## src/rtl/qcrc_pkg.sv

```systemverilog
package qcrc_pkg;

  localparam int CRC_W = 16;
  localparam int NIB_W = 4;

  typedef enum logic [1:0] {
    LEN_RAW     = 2'b00,
    LEN_LIST    = 2'b01,
    LEN_FIXED   = 2'b10,
    LEN_RAW_ALT = 2'b11
  } lenMode_e;

  typedef struct packed {
    logic clearAcc;
    logic takeWord;
    logic shiftNib;
    logic finish;
    logic zeroFinish;
  } crcStrobe_t;

  // One nibble of the shift-and-xor check update.
  function automatic logic [CRC_W-1:0] nibStep(input logic [CRC_W-1:0] acc,
                                               input logic [NIB_W-1:0] nib);
    logic [NIB_W-1:0] s;
    logic [CRC_W-1:0] sWide;
    s     = acc[CRC_W-1 -: NIB_W] ^ nib;
    sWide = CRC_W'(s);
    return (acc << NIB_W) ^ (sWide << 12) ^ (sWide << 5) ^ sWide;
  endfunction

endpackage

```

## src/rtl/qcrc_ctrl.sv

```systemverilog
module qcrc_ctrl
  import qcrc_pkg::*;
#(
  parameter int CNT_W      = 16,
  parameter int NIBS       = 8,
  parameter int FIXED_LEN  = 'h3F1,
  parameter int LIST_EXTRA = 2
) (
  input  logic             clk,
  input  logic             rstN,
  input  logic             start,
  input  logic [1:0]       lenMode,
  input  logic [CNT_W-1:0] wordCount,
  input  logic             inValid,
  output logic             inReady,
  output logic             done,
  output logic [CNT_W-1:0] hdrLen,
  output crcStrobe_t       stb
);

  localparam int NC_W = (NIBS > 1) ? $clog2(NIBS) : 1;
  localparam logic [NC_W-1:0] LAST_NIB = NC_W'(NIBS - 1);

  typedef enum logic [1:0] {ST_IDLE, ST_WAIT, ST_SHIFT} ctrlState_e;

  ctrlState_e       state;
  logic [CNT_W-1:0] remaining;
  logic [NC_W-1:0]  nibCnt;
  logic [CNT_W-1:0] lenNow;
  logic             lastNib;
  logic             lastWord;

  always_comb begin
    case (lenMode_e'(lenMode))
      LEN_LIST:  lenNow = wordCount + CNT_W'(LIST_EXTRA);
      LEN_FIXED: lenNow = CNT_W'(FIXED_LEN);
      default:   lenNow = wordCount;
    endcase
  end

  assign lastNib  = (nibCnt == LAST_NIB);
  assign lastWord = (remaining == CNT_W'(1));
  assign inReady  = (state == ST_WAIT);

  always_comb begin
    stb            = '0;
    stb.clearAcc   = start;
    stb.zeroFinish = start && (lenNow == '0);
    stb.takeWord   = !start && (state == ST_WAIT) && inValid;
    stb.shiftNib   = !start && (state == ST_SHIFT);
    stb.finish     = stb.shiftNib && lastNib && lastWord;
  end

  always_ff @(posedge clk) begin
    if (!rstN) begin
      state     <= ST_IDLE;
      remaining <= '0;
      nibCnt    <= '0;
      hdrLen    <= '0;
      done      <= 1'b0;
    end else begin
      done <= stb.finish || stb.zeroFinish;
      if (start) begin
        hdrLen    <= lenNow;
        remaining <= lenNow;
        nibCnt    <= '0;
        state     <= (lenNow == '0) ? ST_IDLE : ST_WAIT;
      end else begin
        case (state)
          ST_WAIT: begin
            if (inValid) begin
              nibCnt <= NC_W'(1);
              state  <= ST_SHIFT;
            end
          end
          ST_SHIFT: begin
            if (lastNib) begin
              nibCnt    <= '0;
              remaining <= remaining - CNT_W'(1);
              state     <= lastWord ? ST_IDLE : ST_WAIT;
            end else begin
              nibCnt <= nibCnt + NC_W'(1);
            end
          end
          default: state <= ST_IDLE;
        endcase
      end
    end
  end

endmodule

```

## src/rtl/qcrc_dpath.sv

```systemverilog
module qcrc_dpath
  import qcrc_pkg::*;
#(
  parameter int WORD_W = 32,
  parameter int CNT_W  = 16
) (
  input  logic                   clk,
  input  logic                   rstN,
  input  crcStrobe_t             stb,
  input  logic [WORD_W-1:0]      inData,
  input  logic [CNT_W-1:0]       hdrLen,
  output logic [CRC_W-1:0]       crcOut,
  output logic [CNT_W+CRC_W-1:0] headerOut
);

  logic [WORD_W-1:0] shReg;
  logic [CRC_W-1:0]  acc;
  logic [NIB_W-1:0]  topNib;
  logic [CRC_W-1:0]  stepped;

  assign topNib  = stb.takeWord ? inData[WORD_W-1 -: NIB_W] : shReg[WORD_W-1 -: NIB_W];
  assign stepped = nibStep(acc, topNib);

  always_ff @(posedge clk) begin
    if (!rstN) begin
      shReg     <= '0;
      acc       <= '0;
      crcOut    <= '0;
      headerOut <= '0;
    end else begin
      if (stb.clearAcc) begin
        acc <= '0;
      end else if (stb.takeWord) begin
        acc   <= stepped;
        shReg <= inData << NIB_W;
      end else if (stb.shiftNib) begin
        acc   <= stepped;
        shReg <= shReg << NIB_W;
      end
      if (stb.zeroFinish) begin
        crcOut    <= '0;
        headerOut <= '0;
      end else if (stb.finish) begin
        crcOut    <= stepped;
        headerOut <= {hdrLen, stepped};
      end
    end
  end

endmodule

```

## src/rtl/qcrc_gen.sv

```systemverilog
module qcrc_gen
  import qcrc_pkg::*;
#(
  parameter int WORD_W    = 32,
  parameter int CNT_W     = 16,
  parameter int FIXED_LEN = 'h3F1
) (
  input  logic                   clk,
  input  logic                   rstN,
  input  logic                   start,
  input  logic [1:0]             lenMode,
  input  logic [CNT_W-1:0]       wordCount,
  input  logic                   inValid,
  input  logic [WORD_W-1:0]      inData,
  output logic                   inReady,
  output logic                   done,
  output logic [CRC_W-1:0]       crcOut,
  output logic [CNT_W+CRC_W-1:0] headerOut
);

  localparam int NIBS = WORD_W / NIB_W;

  crcStrobe_t       stb;
  logic [CNT_W-1:0] hdrLen;

  qcrc_ctrl #(
    .CNT_W(CNT_W), .NIBS(NIBS), .FIXED_LEN(FIXED_LEN), .LIST_EXTRA(2)
  ) uCtrl (
    .clk(clk), .rstN(rstN), .start(start), .lenMode(lenMode),
    .wordCount(wordCount), .inValid(inValid), .inReady(inReady),
    .done(done), .hdrLen(hdrLen), .stb(stb)
  );

  qcrc_dpath #(
    .WORD_W(WORD_W), .CNT_W(CNT_W)
  ) uDpath (
    .clk(clk), .rstN(rstN), .stb(stb), .inData(inData), .hdrLen(hdrLen),
    .crcOut(crcOut), .headerOut(headerOut)
  );

endmodule

```

## config.mk

```make
export PLATFORM = sky130hd
export DESIGN_NAME = qcrc_gen
export DESIGN_NICKNAME = d
export VERILOG_FILES = /design/src/rtl/qcrc_pkg.sv /design/src/rtl/qcrc_ctrl.sv /design/src/rtl/qcrc_dpath.sv /design/src/rtl/qcrc_gen.sv
export SDC_FILE = /design/constraint.sdc
export NUM_CORES = 1
export LEC_CHECK = 0
export ABC_AREA = 1
export BUFFER_PORTS_ARGS = -buffer_cell sky130_fd_sc_hd__buf_2
export CAP_MARGIN = 10
export CELL_PAD_IN_SITES_DETAIL_PLACEMENT = 2
export CELL_PAD_IN_SITES_GLOBAL_PLACEMENT = 2
export CORE_MARGIN = 2
export CORE_UTILIZATION = 28
export CTS_CLUSTER_DIAMETER = 60
export DETAILED_ROUTE_END_ITERATION = 8
export PLACE_DENSITY = 0.8
export SLEW_MARGIN = 0
export SYNTH_ARGS = -nofsm -noshare
export SYNTH_HDL_FRONTEND = slang
export SYNTH_HIERARCHICAL = 1
export SYNTH_SLANG_ARGS = --single-unit
export TNS_END_PERCENT = 50
```

## constraint.sdc

```tcl
create_clock -name clk -period 2.5 [get_ports clk]
set_clock_uncertainty 0.1 [all_clocks]
set_input_delay 0.5 -clock clk [delete_from_list [all_inputs] [get_ports clk]]
set_output_delay 0.5 -clock clk [all_outputs]
set_load 0.005 [all_outputs]
```

== Word-level counts from Yosys, hierarchy flattened ==
Cells that the tools add are included.
Storage, ports and cells
  flip-flop bits (word level): 134
  bits in latches: 0
  RAM bits: 0
  ROM bits: 0
  logic and storage cells: 64
  memories: 0
Cells by class
  $add $sub $neg: 3
  multipliers: 0
  divide/modulo/power cells: 0
  order comparisons: 0
  eq/ne operators: 9
  shift operators: 0
  multiplexer cells: 18
  bitwise operators: 6
  reduce and logical (&&, ||, !) cells: 19
Operators with widths (count)
  $mux W16: 5
  $mux W32: 2
  $pmux W16 S2: 1
  $add A16 B2 Y16 const B: 1
  $eq A16 B1 Y1 const B: 1
  $logic_not A16 Y1: 1
  $sub A16 B1 Y16 const B: 1
  $xor A16 B16 Y16: 1
  $xor A16 B4 Y16: 1
  $xor A16 B9 Y16: 1
  $reduce_and A2 Y1: 4
  $reduce_bool A2 Y1: 4
  $logic_and A1 B1 Y1: 6
  $mux W2: 3
  $mux W3: 2
  $pmux W3 S2: 1
  $eq A2 B1 Y1 const B: 2
  $eq A2 B2 Y1 const B: 2
  $mux W4: 1
  $pmux W2 S2: 1
  $reduce_or A2 Y1: 2
  $xor A4 B4 Y4: 1
  $add A3 B1 Y3 const B: 1
  $eq A3 B3 Y1 const B: 1
  other kinds (7): 9

== Longest topological paths before layout ==
Gate-level depths: netlist of run 1.
  depth in word-level cells: 10
  gate-level depth with buffers: 19

== Modules after synthesis ==
The synthesis of run 1 kept the hierarchy.
By module, submodules not included
  qcrc_dpath: instances 1, cells each 483, area an instance 3472.1 sq um, sequential area each 1521.5 sq um
  qcrc_ctrl: instances 1, cells each 377, area an instance 2467.4 sq um, sequential area each 760.7 sq um

== Worst setup path after synthesis of run 1 ==
No wires, ideal clock.
  kind: input to register
  start: input lenMode[0]
  end: register uDpath.crcOut[12]
  setup time: 0.056 ns
  arrival time: 2.322 ns
  data required time: 2.344 ns
  setup slack: 0.022 ns
  stages on the path: 19
  path buffers: 3
  cell sequence: inv_1 ha_1 buf_6 inv_6 nand3_1 nor2_1 nand3_1 nand2_1 nand3_1 nand3_1 nor2_1 nand2_1 inv_2 or2_1 buf_6 buf_6 nor2_2 nand2_1 inv_1
RTL lines
  start, declared: RTL line qcrc_gen.sv:11  | input logic [1:0] lenMode,
  end signal, assigned: RTL line qcrc_dpath.sv:44  | crcOut <= stepped;
  end, declared: RTL line qcrc_dpath.sv:12  | output logic [CRC_W-1:0] crcOut,

==> results.cfg, run 1 <==
[critical_path]
critical-path-top-delay-family = simple AND/OR/NAND/NOR gates
endpoint_kind = flop
slowest_stage = ha_2
crit_fanout = 16
max_stage_delay_ns = 0.31
critPathMostFrequentCell = nand3_1
path_buf_inv = 6
worstSetupStartpointType = primary input
arrival_ns = 2.57
critical_path.cell_chain = buf_2, inv_1, ha_2, inv_6, nand3_1, nor2_2, nand3_1, nand2_1, nand3_1, nand3_1, nor2_1, nand2_1, inv_2, or2_4, buf_12, nor2_2, nand2_1, inv_1
cp.required_ns = 2.77
path_class = primary input to flop

[die]
die_area_um2 = 22390
fp.coreArea_um2 = 20890
die_w_um = 149.6
io-pin-count = 104
die_y_um = 149.6
start_util_pct = 28.43
num_rows = 53

[clocking]
clk_latency_ns = 0.43
cts_tree = built
cts-hold-fix-buffers = 0
post_cts_resized = 0
h-tree-depth = 4
clk_pin_slew_worst_paths_ns = 0.06
cts-root-buf = clkbuf_16
post_cts_buffers = 0
cts_sinks = 114
cts.path.max_buffers = 2
cts_made_buffers = 17

[placement]
hpwl_um = 14480
place_inst = 1231
globalplace.congestion = 0.8627
io_buffers = 103

[synthesis]
syn_avg_cell_area_um2 = 6.906
ys_types = 40
syn_inst = 860
netlist_area_um2 = 5939
async_flop_share_pct = 0
syn_nets = 921
ys_seq_area_share_pct = 38.42
ys.flop_type = dfxtp_1
ys_ff_latch = 114
yosysWarnings = 6
synth-edff-count = 0

[sta]
drv_slew = 0
holdWs_ns = 0.2364
maxSlewHeadroom_pct = 78.02
rsz0062_at_grt = false
setup_viol = 0
worst_pin_slew_ns = 0.3214
post-route-period-util_pct = 91.80
clock.fmax_mhz = 435.7
finalHoldViolations = 0
fin_crit_ns = 2.295

[global_routing]
grt_overflow_total = 0
grt_pass1_vias = 6517
grt_pass1_wl_um = 32530
antenna_found_initial = 0
grt_max_degree = 52
grt_usage_pct = 18.50

[outcome]
status = finished, final reports clean

[finish]
nNetsFinal = 1037
drive_gt1_share_pct = 25.88
num_antenna_cells = 0
layout.cells.non_filler = 1264
area_delta_synth_final_pct = 25.70

[drt]
drc = 0
wl_per_cell_um = 15.89
ant_nets = 0
vias_per_cell = 4.803
drtIter0Drc = 252
wirelength_um = 20080
vias = 6071
firstDrtPassIters = 4

[power]
p_per_area_nw_per_um2 = 652.1
p_leak_nw = 3.286
fin_total_pwr_w = 0.004868
peakVddDrop_uv = 446.0

[hold_path]
hold_path_class = primary input to flop

[run]
max_cap_violations = 0
## report_power, final
group	internal [W]	switching [W]	leakage, nW	total (W)
Combinational	0.000220	0.000363	2.09	0.000583
Sequential	0.00187	0.0000388	0.925	0.00191
Clock	0.00139	0.000982	0.267	0.00237
## path summary, 6_finish.rpt
check                                    startpoint                           endpoint  slack [ns]  depth (start not counted)
setup / recovery                         lenMode[0]      uDpath/crcOut[5]$_SDFFE_PP0P_        0.20                         18
hold / removal                            inData[0]       uDpath/shReg[4]$_SDFFE_PN0P_        0.24                          3
setup reg to reg       uCtrl/nibCnt[0]$_SDFFE_PP0P_  uDpath/headerOut[20]$_SDFFE_PP0P_        0.28                         12
hold reg to reg   uDpath/headerOut[22]$_SDFFE_PP0P_  uDpath/headerOut[22]$_SDFFE_PP0P_        0.36                          2
## cells in the mapped netlist (6+ instances only)
library cell | count | share of area (%)
nand2_2 | 11 | 1.2
inv_2 | 11 | 0.70
nor2_1 | 52 | 3.3
a31oi_1 | 29 | 3.1
nor2_4 | 9 | 1.7
nor2_2 | 21 | 2.2
buf_4 | 22 | 2.8
clkbuf_1 | 14 | 0.88
buf_2 | 10 | 0.84
dfxtp_1 | 114 | 38
a21oi_1 | 48 | 4.0
o21ai_0 | 48 | 4.0
inv_1 | 87 | 5.5
nand3_1 | 81 | 6.8
nand2_1 | 236 | 15
ha_1 | 7 | 1.5
o211ai_1 | 6 | 0.76
## layer usage
metal	global-route usage (%)	up-vias	routed length (µm)
li1	-	2998	-
met1	20.66	2966	8564
met2	35.39	89	10680
met3	3.262	18	561
met4	5.571	0	277
met5	0	-	0
## cells in the final DEF (no fill, tap or decap), drive strengths merged, types with 2 or more instances in the layout
master / count
a31oi: 29
clkinv: 6
nor3: 3
nor2: 82
clkbuf: 18
buf: 148
o21bai: 3
o211ai: 6
ha: 7
inv: 105
o21ai: 53
dfxtp: 114
nand3: 86
a211oi: 4
nand2: 247
a221oi: 2
clkinvlp: 5
or2: 5
nand4: 6
a21oi: 51
xor2: 2
## worst min-delay path, stage by stage
cell     delay, ns
buf_2         0.09
nand3_1       0.07
o21ai_0       0.07
## per-stage QoR
step                instance area (µm²)  setup WS, ns  setup TNS, ns  utilization (%)
finish                             7466        0.2050              0            35.74
global route                       7466     0.0008025              0            35.74
CTS                                7433        0.1089              0            35.59
detailed placement                 6857       -0.3304         -8.816            32.82
global placement                   6857       -0.2504         -6.061            32.82
floorplan                          5939       0.02230              0                -
## registers in the layout, summed over array words and instances (netlist names)
name              count
uCtrl/remaining      16
uCtrl/nibCnt          3
uCtrl/hdrLen         16
uCtrl/done            1
uDpath/acc           16
uDpath/crcOut        15
uDpath/shReg         28
uCtrl/state           2
uDpath/headerOut     17
## area by class of cell
class                   instances  area, µm²
multi-input cells             592       2959
fillers                      2548      13420
clock buffers                  17      425.4
well taps                     275      344.1
clock inverters                15      151.4
flip-flops and latches        114       2282
repair buffers                149      915.9
inverters                     102      387.9
## cell families (layout without fill, tap and decap cells)
kind of cell	after synthesis	after routing	share of synthesized area (%)
fa+ha+maj	7	7	1.475
buf+inv	154	283	12.05
flops	114	114	38.42
xor+xnor	3	3	0.4425
simple gates	431	431	33.03
compound gates	151	151	14.58
No activity file was read; power rests on OpenSTA's default activity.
==> inputs of run 2 (changes only) <==
- CORE_UTILIZATION: 28 -> 33
- PLACE_DENSITY: 0.8 -> 0.88
- clock period: 2.5 -> 2.7 ns (I/O delays scaled with it)
==> run 2 against run 1 <==
Compared with the run above:
- non-clock buffer count fell by 6
- final area fell by 0.42%
- sequential power fell by 7%
- via count rose by 4.9%
- clock power rose by 9.3%
- setup slack got worse by 0.036 ns
- critical path depth fell by 5
- largest cell class unchanged
- largest power group unchanged
- highest routed layer unchanged
==> results.cfg, run 2 (synthesized netlist as in run 1, its figures left out) <==
[power]
p_per_area_nw_per_um2 = 664.6
p_leak_nw = 3.291
fin_total_pwr_w = 0.004941
peakVddDrop_uv = 451.8

[finish]
final_cell_mix = 236 x nand2_1, 114 x dfxtp_1, 103 x buf_2
regMostFlops = uDpath/shReg
nFillCells = 2092
area_delta_synth_final_pct = 25.17
multiInputGateArea_um2 = 2974
reg_top3 = uDpath/shReg: 28 flops, uDpath/headerOut: 17 flops
regArea_um2 = 2282
layout_commonest_cell = nand2_1
nNetsFinal = 1031
num_antenna_cells = 0
drive_gt1_share_pct = 25.46
largest_reg_flops = 28

[critical_path]
endpoint_kind = flop
cp.required_ns = 2.90
worstRegToRegCells = 13
crit_fanout = 35
worstSetupStartpointType = flop
arrival_ns = 2.73
path_class = flop to flop

[global_routing]
grt_pass1_wl_um = 41050
antenna_found_initial = 0
grt_pass1_vias = 7423
grt_max_degree = 36
grt_overflow_total = 0
grt_usage_pct = 27.04

[hold_path]
hold_path_class = primary input to flop
holdPathStages = 3

[placement]
hpwl_um = 15020
io_buffers = 103
globalplace.congestion = 0.8348

[drt]
drc = 0
wirelength_um = 25360
vias_per_cell = 5.258
drtIter0Drc = 299
wl_per_cell_um = 20.94
firstDrtPassIters = 4
vias = 6368
ant_nets = 0

[clocking]
clk_pin_slew_worst_paths_ns = 0.06
cts_tree = built
cts-hold-fix-buffers = 0
clk_latency_ns = 0.43
cts_made_buffers = 17
cts-root-buf = clkbuf_16
cts_sinks = 114
cts.path.max_buffers = 2
h-tree-depth = 4

[die]
die_w_um = 138.2
fp.coreArea_um2 = 17780
die_y_um = 138.2
start_util_pct = 33.41
num_rows = 49
die_area_um2 = 19090
io-pin-count = 104

[sta]
fin_crit_ns = 2.531
holdWs_ns = 0.2931
rsz0062_at_grt = false
maxSlewHeadroom_pct = 52.56
setup_viol = 0
finalHoldViolations = 0
clock.fmax_mhz = 395.0
drv_slew = 0
worst_pin_slew_ns = 0.6936
post-route-period-util_pct = 93.76

[outcome]
status = finished, final reports clean

[run]
max_cap_violations = 0
==> run 2: changes by cell type in the layout (fill, tap and decap cells not counted), moves of 2 or more <==
cell and change:
buf_4 -4, inv_8 -2, bufinv_16 +5, clkinv_2 +2
inv_6 -4
==> run 2: routing by layer <==
metal	GRT usage, %	part of all wire, %	routed length (µm)
met5	0	0	0
met4	14.18	4.0	1007
met3	4.468	3.2	821
met2	51.17	54	13670
met1	28.60	39	9855
==> run 2: path summary, 6_finish.rpt <==
path	startpoint	to	slack (ns)
setup / recovery	uCtrl/nibCnt[0]$_SDFFE_PP0P_	uDpath/headerOut[23]$_SDFFE_PP0P_	0.17
setup reg to reg	uCtrl/nibCnt[0]$_SDFFE_PP0P_	uDpath/headerOut[23]$_SDFFE_PP0P_	0.17
hold reg to reg	uDpath/shReg[6]$_SDFFE_PN0P_	uDpath/shReg[6]$_SDFFE_PN0P_	0.36
hold / removal	inData[2]	uDpath/shReg[6]$_SDFFE_PN0P_	0.29
==> run 2: power by group <==
part	internal [W]	switching (W)
sequential	0.00173	0.0000457
combinational	0.000191	0.000375
clock	0.00172	0.000872
total	0.00365	0.00129
==> run 2: worst max-delay path, cell delays in order (launching register included) <==
cell	delay (ns)
dfxtp_1	0.39
ha_1	0.19
ha_1	0.15
inv_1	0.08
nor2_4	0.14
inv_2	0.12
nor2_4	0.19
inv_1	0.13
nor2_4	0.19
buf_12	0.23
clkinv_1	0.09
buf_4	0.21
nand2_1	0.11
a21oi_1	0.08
==> run 2: timing repair <==
item,CTS,global route
buffers inserted,0,3
setup endpoints to repair,0,21
resized for setup,0,4
==> run 2: cell type report <==
| type | count | area share [%] |
|---|---|---|
| inverters | 102 | 5.217 |
| clock buffers | 17 | 5.722 |
| well taps | 229 | 3.854 |
| multi-input cells | 592 | 40.00 |
| flip-flops and latches | 114 | 30.70 |
| repair buffers | 143 | 11.31 |
| clock inverters | 14 | 3.198 |
==> run 2: through the flow <==
stage	cell area (µm²)	setup WS, ns	TNS [ns]	instances	util, %
floorplan	5939	0.1823	0	860	-
global placement	6726	-0.03035	-0.1246	1177	37.83
detailed placement	6726	-0.1682	-3.645	1177	37.83
CTS	7390	0.02134	0	1208	41.56
global route	7435	0.06988	0	1211	41.82
finish	7435	0.1685	0	1211	41.82
==> inputs of run 3 (changes only) <==
- CORE_UTILIZATION: 33 -> 34
- PLACE_DENSITY: 0.88 -> 0.9
- SYNTH_HIERARCHICAL: 1 -> not set
==> run 3 against run 2 <==
Compared with the run above:
- setup slack got worse by 0.046 ns
- die area is 4.9% lower
- combinational power shrank 3%
- largest cell class unchanged
- count of clock-buffer cells in the layout rose by 4
==> results.cfg, run 3 <==
[sta]
layout_setup_ws_ns = 0.1225
maxSlewHeadroom_pct = 60.12
rsz0062_at_grt = false
setup_tns_ns = 0
post-route-period-util_pct = 95.46
finalHoldViolations = 0
fin_crit_ns = 2.578
setup_viol = 0
worst_pin_slew_ns = 0.5960
drv_slew = 0
clock.fmax_mhz = 388.0

[synthesis]
yosysWarnings = 0
synthTopCellsByCount = 176 x nand2_1, 114 x dfxtp_1, 106 x inv_1, 74 x o21ai_0, 63 x nor2_1
syn_inst = 816
synth_area_leader_cell = dfxtp_1
ys_seq_area_share_pct = 39.29
netlist_area_um2 = 5808
ys.flop_type = dfxtp_1
ys_types = 41
syn_avg_cell_area_um2 = 7.118
yosysMostFrequentCell = nand2_1
ys_top_cells_by_area = dfxtp_1 39%, nand2_1 11%, inv_1 6.9%, o21ai_0 6.4%, nor2_1 4.1%
syn_nets = 879
async_flop_share_pct = 0
synth_top_cell_area_share_pct = 39.29
synth-edff-count = 0
ys_ff_latch = 114

[clocking]
cts-root-buf = clkbuf_16
h-tree-depth = 4
post_cts_resized = 0
clk_latency_ns = 0.44
clk_pin_slew_worst_paths_ns = 0.06
post_cts_buffers = 0
cts_made_buffers = 17
cts.path.max_buffers = 2
cts_tree = built
cts_sinks = 114
cts-hold-fix-buffers = 0

[global_routing]
antenna_found_initial = 0
grt_max_degree = 66
grt_pass1_vias = 6757
grt_overflow_total = 0
grt_pass1_wl_um = 38260
grt_usage_pct = 27.91

[placement]
io_buffers = 103
hpwl_um = 14180
preCtsSetupSlack_ns = 0.01423
globalplace.congestion = 0.8225

[critical_path]
slowest_stage = dfxtp_1
path_buf_inv = 2
path_class = flop to flop
endpoint_kind = flop
cp.required_ns = 2.93
max_stage_delay_ns = 0.41
worstSetupStartpointType = flop
critical-path-top-delay-family = simple AND/OR/NAND/NOR gates
critical_path.cell_chain = ha_1, ha_1, nand2_1, nor2_2, nand4_1, buf_4, nand2_1, o21ai_0, inv_1, nor2_2
arrival_ns = 2.81
crit_fanout = 53

[finish]
reg_top3 = uDpath.headerOut: 32 flops, uDpath.shReg: 28 flops
multiInputGateArea_um2 = 2830
final_cell_mix = 175 x nand2_1, 114 x dfxtp_1, 106 x inv_1
drive_gt1_share_pct = 21.68
nNetsFinal = 968
area_delta_synth_final_pct = 22.68
nFillCells = 1943
regMostFlops = uDpath.headerOut
largest_reg_flops = 32
regArea_um2 = 2282
layout_commonest_cell = nand2_1
num_antenna_cells = 0

[drt]
ant_nets = 0
wl_per_cell_um = 21.21
drc = 0
vias_per_cell = 5.355
drtIter0Drc = 318
firstDrtPassIters = 5
vias = 6094
wirelength_um = 24140

[power]
peakVddDrop_uv = 552.6
p_per_area_nw_per_um2 = 680.6
p_leak_nw = 3.149

[die]
fp.coreArea_um2 = 16640
die_w_um = 134.7
die_area_um2 = 18140
io-pin-count = 104
die_y_um = 134.7
num_rows = 47
start_util_pct = 34.90

[hold_path]
hold_path_class = primary input to flop

[outcome]
status = finished, final reports clean

[run]
max_cap_violations = 0
run 3: worst register-to-register path: stages (launching register included):
cell and delay (ns):
dfxtp_1 0.41, ha_1 0.22, ha_1 0.29, nand2_1 0.21, nor2_2 0.29, nand4_1 0.14
buf_4 0.33, nand2_1 0.19, o21ai_0 0.14, inv_1 0.11, nor2_2 0.04
run 3: final cells by class:
cell class              instances  area share, %
clock buffers                  21          6.462
clock inverters                11          2.476
inverters                     112          5.970
multi-input cells             539          39.72
flip-flops and latches        114          32.03
well taps                     220          3.863
repair buffers                121          9.482
run 3: routing by layer:
metal | vias to the layer above | track usage [%] | wire length [µm]
li1 | 2810 | - | -
met1 | 3045 | 31.62 | 9814
met5 | - | 0 | 0
met4 | 0 | 15.50 | 1082
met3 | 70 | 6.006 | 1060
met2 | 169 | 48.70 | 12180
run 3: worst paths after layout:
| kind | slack (ns) | end | from | depth (start not counted) |
|---|---|---|---|---|
| worst min-delay path | 0.26 | uDpath.shReg[5]$_SDFFE_PN0P_ | inData[1] | 3 |
| worst max-delay path | 0.12 | uDpath.headerOut[8]$_SDFFE_PP0P_ | uCtrl.nibCnt[0]$_SDFFE_PP0P_ | 10 |
| worst min register to register | 0.38 | uDpath.shReg[5]$_SDFFE_PN0P_ | uDpath.shReg[5]$_SDFFE_PN0P_ | 2 |
| worst max register to register | 0.12 | uDpath.headerOut[8]$_SDFFE_PP0P_ | uCtrl.nibCnt[0]$_SDFFE_PP0P_ | 10 |
run 3: power by group:
part | switching, W | total [W] | internal, W
Sequential | 0.0000443 | 0.00178 | 0.00174
Combinational | 0.000379 | 0.000552 | 0.000173
Clock | 0.000914 | 0.00251 | 0.00160
run 3: kinds of logic after synthesis:
group / count (synthesis) / synth area share, %
simple gates: 332 / 25.05
compound gates: 173 / 16.70
buf+inv: 163 / 12.58
flops: 114 / 39.29
xor+xnor: 18 / 3.232
fa+ha+maj: 9 / 1.939
mux: 7 / 1.206
run 3: per-stage QoR:
| stage | instances | hold WS [ns] | util, % | total power (W) | instance area, µm² |
|---|---|---|---|---|---|
| floorplan | 816 | 0.3385 | - | 0.002122 | 5808 |
| global placement | 1106 | 0.3530 | 38.76 | 0.002278 | 6451 |
| detailed placement | 1106 | 0.3636 | 38.76 | 0.002309 | 6451 |
| CTS | 1138 | 0.2524 | 42.59 | 0.004871 | 7088 |
| global route | 1138 | 0.2738 | 42.82 | 0.005008 | 7126 |
| finish | 1138 | 0.2622 | 42.82 | 0.004850 | 7126 |
